**config.mk**
```make
export PLATFORM = sky130hd
export DESIGN_NAME = sqrt_pipe
export DESIGN_NICKNAME = d
export VERILOG_FILES = /design/src/rtl/sqrt_pkg.sv /design/src/rtl/csm_cell.sv /design/src/rtl/sqrt_row.sv /design/src/rtl/sqrt_stage.sv /design/src/rtl/sqrt_pipe.sv
export SDC_FILE = /design/constraint.sdc
export NUM_CORES = 1
export LEC_CHECK = 0
export BUFFER_PORTS_ARGS = -buffer_cell sky130_fd_sc_hd__buf_2
export CORE_AREA = 2 2 112 114
export CTS_CLUSTER_SIZE = 14
export DETAILED_ROUTE_END_ITERATION = 12
export DIE_AREA = 0 0 114 116
export SKIP_CTS_REPAIR_TIMING = 1
export SLEW_MARGIN = 20
export SYNTH_ARGS = -nofsm -noshare
export SYNTH_HDL_FRONTEND = slang
export SYNTH_SLANG_ARGS = --single-unit
```
**constraint.sdc**
```tcl
create_clock -name clk -period 8.21 [get_ports clk]
set_input_delay 0 -clock clk [delete_from_list [all_inputs] [get_ports clk]]
set_output_delay 0 -clock clk [all_outputs]
set_load 0.01 [all_outputs]
```
**src/rtl/sqrt_pkg.sv**
```systemverilog
package sqrt_pkg;

  // Result of one controlled subtract-multiplex bit cell.
  typedef struct packed {
    logic d;   // selected output bit
    logic bo;  // borrow out of the subtract half
  } csm_out_t;

  // Bit cell: subtract x - y - b, then keep the difference when keep_x is 0
  // or pass x unchanged when keep_x is 1. The borrow is independent of keep_x.
  function automatic csm_out_t csm_eval(input logic x, input logic y,
                                        input logic b, input logic keep_x);
    csm_out_t r;
    logic     diff;
    diff = x ^ y ^ b;
    r.bo = (~x & (y | b)) | (y & b);
    r.d  = keep_x ? x : diff;
    return r;
  endfunction

  // Trial value for one row: partial root followed by binary 01.
  function automatic logic [63:0] trial_of(input logic [63:0] root);
    return {root[61:0], 2'b01};
  endfunction

endpackage

```
**src/rtl/csm_cell.sv**
```systemverilog
module csm_cell
  import sqrt_pkg::*;
(
  input  logic x,
  input  logic y,
  input  logic b,
  input  logic keep_x,
  output logic d,
  output logic bo
);

  csm_out_t res;

  always_comb begin
    res = csm_eval(x, y, b, keep_x);
    d   = res.d;
    bo  = res.bo;
  end

endmodule

```
**src/rtl/sqrt_row.sv**
```systemverilog
module sqrt_row #(
  parameter int unsigned W = 10
) (
  input  logic [W-1:0] x,
  input  logic [W-1:0] y,
  output logic [W-1:0] d,
  output logic         borrow
);

  // Ripple borrow chain; the top borrow steers every cell's multiplexer.
  logic [W:0] bchain;
  logic       keep_x;

  assign bchain[0] = 1'b0;
  assign keep_x    = bchain[W];
  assign borrow    = bchain[W];

  for (genvar i = 0; i < W; i++) begin : g_cell
    csm_cell u_cell (
      .x      (x[i]),
      .y      (y[i]),
      .b      (bchain[i]),
      .keep_x (keep_x),
      .d      (d[i]),
      .bo     (bchain[i+1])
    );
  end

endmodule

```
**src/rtl/sqrt_stage.sv**
```systemverilog
module sqrt_stage
  import sqrt_pkg::*;
#(
  parameter int unsigned RAD_W  = 16,
  parameter int unsigned ROOT_W = RAD_W / 2
) (
  input  logic              clk,
  input  logic              rst,
  input  logic              in_valid,
  input  logic [RAD_W-1:0]  in_rad,
  input  logic [ROOT_W:0]   in_rem,
  input  logic [ROOT_W-1:0] in_root,
  output logic              take,
  output logic              out_valid,
  output logic [RAD_W-1:0]  out_rad,
  output logic [ROOT_W:0]   out_rem,
  output logic [ROOT_W-1:0] out_root
);

  localparam int unsigned ROW_W = ROOT_W + 2;

  logic [ROW_W-1:0] row_x;
  logic [ROW_W-1:0] row_y;
  logic [ROW_W-1:0] row_d;
  logic [63:0]      trial_full;
  logic             row_borrow;

  // Incoming remainder is below 2^ROOT_W, so its top bit is dropped here.
  assign row_x      = {in_rem[ROOT_W-1:0], in_rad[RAD_W-1 -: 2]};
  assign trial_full = trial_of(64'(in_root));
  assign row_y      = trial_full[ROW_W-1:0];

  sqrt_row #(.W(ROW_W)) u_row (
    .x      (row_x),
    .y      (row_y),
    .d      (row_d),
    .borrow (row_borrow)
  );

  assign take = ~row_borrow;

  always_ff @(posedge clk) begin
    if (rst) out_valid <= 1'b0;
    else     out_valid <= in_valid;
  end

  always_ff @(posedge clk) begin
    out_rad  <= {in_rad[RAD_W-3:0], 2'b00};
    out_rem  <= row_d[ROOT_W:0];
    out_root <= {in_root[ROOT_W-2:0], take};
  end

endmodule

```
**src/rtl/sqrt_pipe.sv**
```systemverilog
module sqrt_pipe #(
  parameter int unsigned RAD_W = 16
) (
  input  logic                 clk,
  input  logic                 rst,
  input  logic                 in_valid,
  input  logic [RAD_W-1:0]     in_rad,
  output logic                 out_valid,
  output logic [RAD_W/2-1:0]   out_root,
  output logic [RAD_W/2:0]     out_rem
);

  localparam int unsigned ROOT_W = RAD_W / 2;
  localparam int unsigned NST    = ROOT_W;

  // Per-boundary state: index 0 is the block input, index k+1 the register of row k.
  logic              vld  [NST+1];
  logic [RAD_W-1:0]  rad  [NST+1];
  logic [ROOT_W:0]   rem  [NST+1];
  logic [ROOT_W-1:0] root [NST+1];

  // Named internal events for the checker.
  logic [NST-1:0] stage_take;
  logic [NST-1:0] stage_vld;
  logic [NST-1:0] stage_rem_msb;

  assign vld[0]  = in_valid;
  assign rad[0]  = in_rad;
  assign rem[0]  = '0;
  assign root[0] = '0;

  for (genvar k = 0; k < NST; k++) begin : g_stage
    sqrt_stage #(.RAD_W(RAD_W), .ROOT_W(ROOT_W)) u_stage (
      .clk       (clk),
      .rst       (rst),
      .in_valid  (vld[k]),
      .in_rad    (rad[k]),
      .in_rem    (rem[k]),
      .in_root   (root[k]),
      .take      (stage_take[k]),
      .out_valid (vld[k+1]),
      .out_rad   (rad[k+1]),
      .out_rem   (rem[k+1]),
      .out_root  (root[k+1])
    );
    assign stage_vld[k]     = vld[k+1];
    assign stage_rem_msb[k] = rem[k+1][ROOT_W];
  end

  assign out_valid = vld[NST];
  assign out_root  = root[NST];
  assign out_rem   = rem[NST];

endmodule

```
======== Yosys cells after proc, flatten, opt, wreduce, memory -nomap -nowiden ========
Cells that the tools add are included.
storage, ports and cells
  input port bits ......................... 19
  register bits ........................... 153
  output and inout port bits .............. 18
  word-level logic and storage cells ...... 361
cells by class
  bitwise operators ....................... 277
  mux-type cells .......................... 53
operator list
  operator       count
  $and A1 B1 Y1  80
  $xor A1 B1 Y1  73
  $not A1 Y1     68
  $or A1 B1 Y1   56
  $mux W1        53

======== Logic depth before layout (Yosys ltp) ========
  word-level depth ........................ 25
  depth in mapped cells ................... 13
  gate-level depth less buffers ........... 12

======== Cells and area by module ========
A second synthesis with hierarchy kept.
second synthesis, totals
  cells, all modules ...................... 565
  area total of the unflattened synthesis .. 8,166.6 um^2
modules (own cells, without submodules)
  module                                                     seq. area each (um^2)  cells an instance  times used  area an instance (um^2)
  sqrt_stage                                                 640.6                  38                 8           680.7
  csm_cell at g_stage[1].u_stage.u_row.g_cell[2].u_cell ...  0.0                    3                  68          33.8
  csm_cell at g_stage[0].u_stage.u_row.g_cell[0].u_cell ...  0.0                    4                  12          32.5
  sqrt_row                                                   0.0                    1                  8           3.8
  sqrt_pipe                                                  0.0                    1                  1           3.8

======== Least setup slack after synthesis ========
No wires, ideal clock.
  path kind ............................... reg-to-reg
  start point ............................. register g_stage[6].u_stage.out_rad[14]
  end point ............................... register g_stage[7].u_stage.out_rem[1]
  clock period less this slack ............ 4,222 ps
  required time ........................... 8,138 ps
  setup slack ............................. 3,988 ps
  buffers on the path ..................... 1
  stages on the path, launching flop included .. 13
  library setup time ...................... 72 ps
  arrival time ............................ 4,150 ps
  cell sequence ........................... dfxtp_1 -> inv_1 -> ha_1 -> fa_1 -> fa_1 -> fa_1 -> fa_1 -> fa_1 -> fa_1 -> fa_1 -> nand2b_1 -> buf_2 -> mux2i_1
on the way
  longest elaborated chain between the ends .. 25
  elaborated cells on any way between the ends .. 33
  those cells by class .................... mux (1); bitwise (32)
RTL lines
  element                                          line              source
  from (decl)                                      sqrt_stage.sv:15  output logic [RAD_W-1:0] out_rad,
  from (signal assigned)                           sqrt_stage.sv:48  out_rad <= {in_rad[RAD_W-3:0], 2'b00};
  $not A1 Y1 (*)                                   sqrt_pkg.sv:16    r.bo = (~x & (y | b)) | (y & b);
  $and A1 B1 Y1                                    sqrt_pkg.sv:16
  $or A1 B1 Y1                                     sqrt_pkg.sv:16
  $and A1 B1 Y1                                    sqrt_pkg.sv:16
  $or A1 B1 Y1 (2 in a row)                        sqrt_pkg.sv:16
  $and A1 B1 Y1                                    sqrt_pkg.sv:16
  $or A1 B1 Y1 (2 in a row)                        sqrt_pkg.sv:16
  $and A1 B1 Y1                                    sqrt_pkg.sv:16
  (+6 left out)                                    -
  $or A1 B1 Y1 (2 in a row)                        sqrt_pkg.sv:16
  $and A1 B1 Y1                                    sqrt_pkg.sv:16
  $or A1 B1 Y1 (2 in a row)                        sqrt_pkg.sv:16
  $and A1 B1 Y1                                    sqrt_pkg.sv:16
  $or A1 B1 Y1                                     sqrt_pkg.sv:16
  $and A1 B1 Y1                                    sqrt_pkg.sv:16
  $mux W1 (*)                                      sqrt_pkg.sv:17    r.d = keep_x ? x : diff;
  net g_stage[7].u_stage.u_row.g_cell[1].u_cell.d  csm_cell.sv:8     output logic d,
  to (signal assigned)                             sqrt_stage.sv:49  out_rem <= row_d[ROOT_W:0];
  to (decl)                                        sqrt_stage.sv:16  output logic [ROOT_W:0] out_rem,
The timed path passes the listed nets; every way through them passes the cells marked *.
A chain may end at the register's enable or synchronous reset.

======== Worst setup path in the final report ========
  start point ............................. register g_stage[6].u_stage.out_rad[14]
  end point ............................... register g_stage[7].u_stage.out_rem[6]
on the way
  longest elaborated chain between the ends .. 25
  elaborated cells on any way between the ends .. 33
  those cells by class .................... mux (1); bitwise (32)
RTL lines
  element                                          line
  $not A1 Y1 (*)                                   sqrt_pkg.sv:16
  $and A1 B1 Y1 (*)                                sqrt_pkg.sv:16
  $or A1 B1 Y1                                     sqrt_pkg.sv:16
  $and A1 B1 Y1                                    sqrt_pkg.sv:16
  $or A1 B1 Y1 (*)                                 sqrt_pkg.sv:16
  $or A1 B1 Y1                                     sqrt_pkg.sv:16
  $and A1 B1 Y1                                    sqrt_pkg.sv:16
  $or A1 B1 Y1 (*)                                 sqrt_pkg.sv:16
  (+8 left out)                                    -
  $or A1 B1 Y1 (2 in a row)                        sqrt_pkg.sv:16
  $and A1 B1 Y1                                    sqrt_pkg.sv:16
  $or A1 B1 Y1 (2 in a row)                        sqrt_pkg.sv:16
  $and A1 B1 Y1                                    sqrt_pkg.sv:16
  $or A1 B1 Y1                                     sqrt_pkg.sv:16
  $and A1 B1 Y1                                    sqrt_pkg.sv:16
  $mux W1 (*)                                      sqrt_pkg.sv:17
  net g_stage[7].u_stage.u_row.g_cell[6].u_cell.d  csm_cell.sv:8
Marked as above.

==> flow_summary_export.csv <==
group,metric,value,unit
outcome,status,"completed",
power,seq_power_share,0.437,
timing,min_period,4510,ps
setup_path,cp.arrival,4850,ps
clock_tree,clk_latency,410,ps
power,clockPowerShare,0.346,
global_route,grt_max_degree,17,
synthesis,ys_seq_area_frac,0.656,
power,powerDensity,380,nW/µm²
timing,worst_pin_slew,606,ps
setup_path,endpoint_kind,"flop",
timing,relSlewSlack,0.595,
global_route,grt_pass1_wl,8.99,mm
final_layout,num_antenna_cells,0,
global_route,grt_pass1_vias,2193,
run,drv_cap,0,
final_layout,mostFrequentLayoutCell,"dfxtp_1",
timing,fin_ws,3700,ps
route,routedWlPerCell,9.43,µm
die,die_h,116,µm
die,boundaryPins,37,
setup_path,critical_path_buf_inv_count,1,
timing,fin_skew,6.90,ps
clock_tree,clkTransAtPathRegs,60,ps
synthesis,ys_warn_count,0,
final_layout,drive_gt1_frac,0.183,
route,viasPerCell,3.94,
clock_tree,cts_buffers,17,
placement,dp_cells,510,
power,p_int,1.61,mW
placement,pre_cts_ws,3660,ps
die,core,11900,µm²
final_layout,nets,462,
route,wl,5.30,mm
timing,maxSlewViolCount,0,
final_layout,final_cell_mix,"dfxtp_1 (153), inv_1 (61), buf_2 (36)",
final_layout,finish.utilization,0.487,
placement,place_congestion,0.635,
synthesis,synth_fp_nets,391,
setup_path,path_cells,"inv_1, ha_1, fa_1, fa_1, fa_1, fa_1, fa_1, fa_1, fa_1, nand2b_1, mux2i_1",
timing,timing.hold.ws,222,ps
final_layout,stdcell_area,5800,µm²
setup_path,critPathMaxFanout,10,
setup_path,setup.worst_path.start_class,"flop",
power,leakagePower,2.68,nW
clock_tree,clock_path_buffers,2,
timing,hold_violations,0,
global_route,grt.total_usage,0.0909,
die,die-area,13200,µm²
power,p_sw,0.597,mW
synthesis,ys_types,19,
route,drtIter0Drc,60,
timing,final.setup.tns,0,ps
route,dr.pass1.iters,3,
clock_tree,cts_sinks,153,
clock_tree,cts_root_buffer,"clkbuf_16",
timing,fmax,0.222,GHz
timing,min_period_over_period,0.549,
synthesis,synth_top_area_cell,"dfxtp_1",
die,initial_core_util,0.392,
synthesis,syn_area_per_cell,14.1,µm²
placement,dpl_cell_area,5010,µm²
synthesis,synthCells,331,
route,vias,2216,
placement,hpwlAfterDp,3.52,mm
die,fp.dieW,114,µm
timing,grt_setup_unrepaired,"no",
global_route,grt-ovfl-total,0,
setup_path,crit_required,8540,ps
die,num_rows,40,
synthesis,synth_area,4670,µm²
timing,setup_viol,0,
route,drtAntennaViolNets,0,
clock_tree,cts_tree,"built",
setup_path,cpPeakStageDelay,470,ps
synthesis,ys_seq_elements,153,
final_layout,syn_to_final_growth,24.2,%
setup_path,path_class,"reg2reg",
clock_tree,htree_num_levels,4,
hold_path,min_path_type,"in2reg",
power,combPwrFrac,0.217,
synthesis,synth_area_leaders,"dfxtp_1 (66%), fa_1 (12%), mux2i_1 (7.5%), inv_1 (4.9%), ha_1 (3.5%)",
placement,port_buffers,36,
synthesis,synth.top_cell.area_share,0.656,
setup_path,reg2reg_slack,3700,ps
setup_path,slowest_stage,"fa_1",
route,drc,0,
setup_path,cpMostUsedCell,"fa_1",
power,ir_worst_vdd,0.218,mV
final_layout,fin_cells,562,
power,p_sw_frac,0.271,
power,p_total,2.21,mW
setup_path,cpLargestDelayFamily,"adder cells",
global_route,antenna_found_initial,0,
## cells in the mapped netlist, drive strengths merged
| master | number |
|---|---|
| buf | 6 |
| inv | 61 |
| xnor2 | 7 |
| nor2 | 1 |
| and2 | 2 |
| or2 | 1 |
| or3b | 1 |
| dfxtp | 153 |
| a21oi | 1 |
| mux2i | 35 |
| nor3b | 2 |
| ha | 13 |
| mux2 | 5 |
| nor3 | 1 |
| nor2b | 12 |
| nand2b | 2 |
| fa | 28 |
## power by group through the flow
stage               clock, mW  combinational, mW  sequential [mW]
global placement            0              0.464            0.981
global route            0.813              0.566            0.983
CTS                     0.783              0.489            0.967
detailed placement          0              0.485            0.982
floorplan                   0              0.365            0.991
finish                  0.764              0.478            0.964
## cells by family after synthesis
| family | count (synthesis) | synth area share |
|---|---|---|
| AND/OR/NAND/NOR | 22 | 0.0297 |
| flip-flops | 153 | 0.656 |
| buffers and inverters | 67 | 0.0579 |
| multiplexers | 40 | 0.0871 |
| AO/OA/AOI/OAI | 1 | 0.00107 |
| XOR/XNOR | 7 | 0.0131 |
| adder cells (fa/ha/maj) | 41 | 0.155 |
## per-layer routing
metal  global-route usage  share of wire  wire (µm)
met1               0.0840           0.41       2180
met5                    0              0          0
met3               0.0387          0.048        254
met2                0.157           0.51       2680
met4               0.0732          0.035        184
## sequential cells by signal, summed over array words and instances, names as in the netlist
name / flops
g_stage.u_stage.out_rem: 53
g_stage.u_stage.out_rad: 56
g_stage.u_stage.out_root: 36
g_stage.u_stage.out_valid: 8
## layout make-up
cell class / instances / area, µm²
multi-input combinational: 111 / 1340
sequential: 153 / 3060
tap: 147 / 184
clock inverter: 15 / 165
fill: 1061 / 6110
timing repair buffer: 58 / 395
inverter: 61 / 229
clock buffer: 17 / 425
## path summary, 6_finish.rpt
path,from,endpoint,cells after the start
setup / recovery,g_stage[6].u_stage.out_rad[14],g_stage[7].u_stage.out_rem[6],11
hold / removal,in_rad[9],g_stage[0].u_stage.out_rad[11],2
setup reg to reg,g_stage[6].u_stage.out_rad[14],g_stage[7].u_stage.out_rem[6],11
hold reg to reg,g_stage[0].u_stage.out_rad[12],g_stage[1].u_stage.out_rad[14],0
Power figures use the tool's default switching activity.
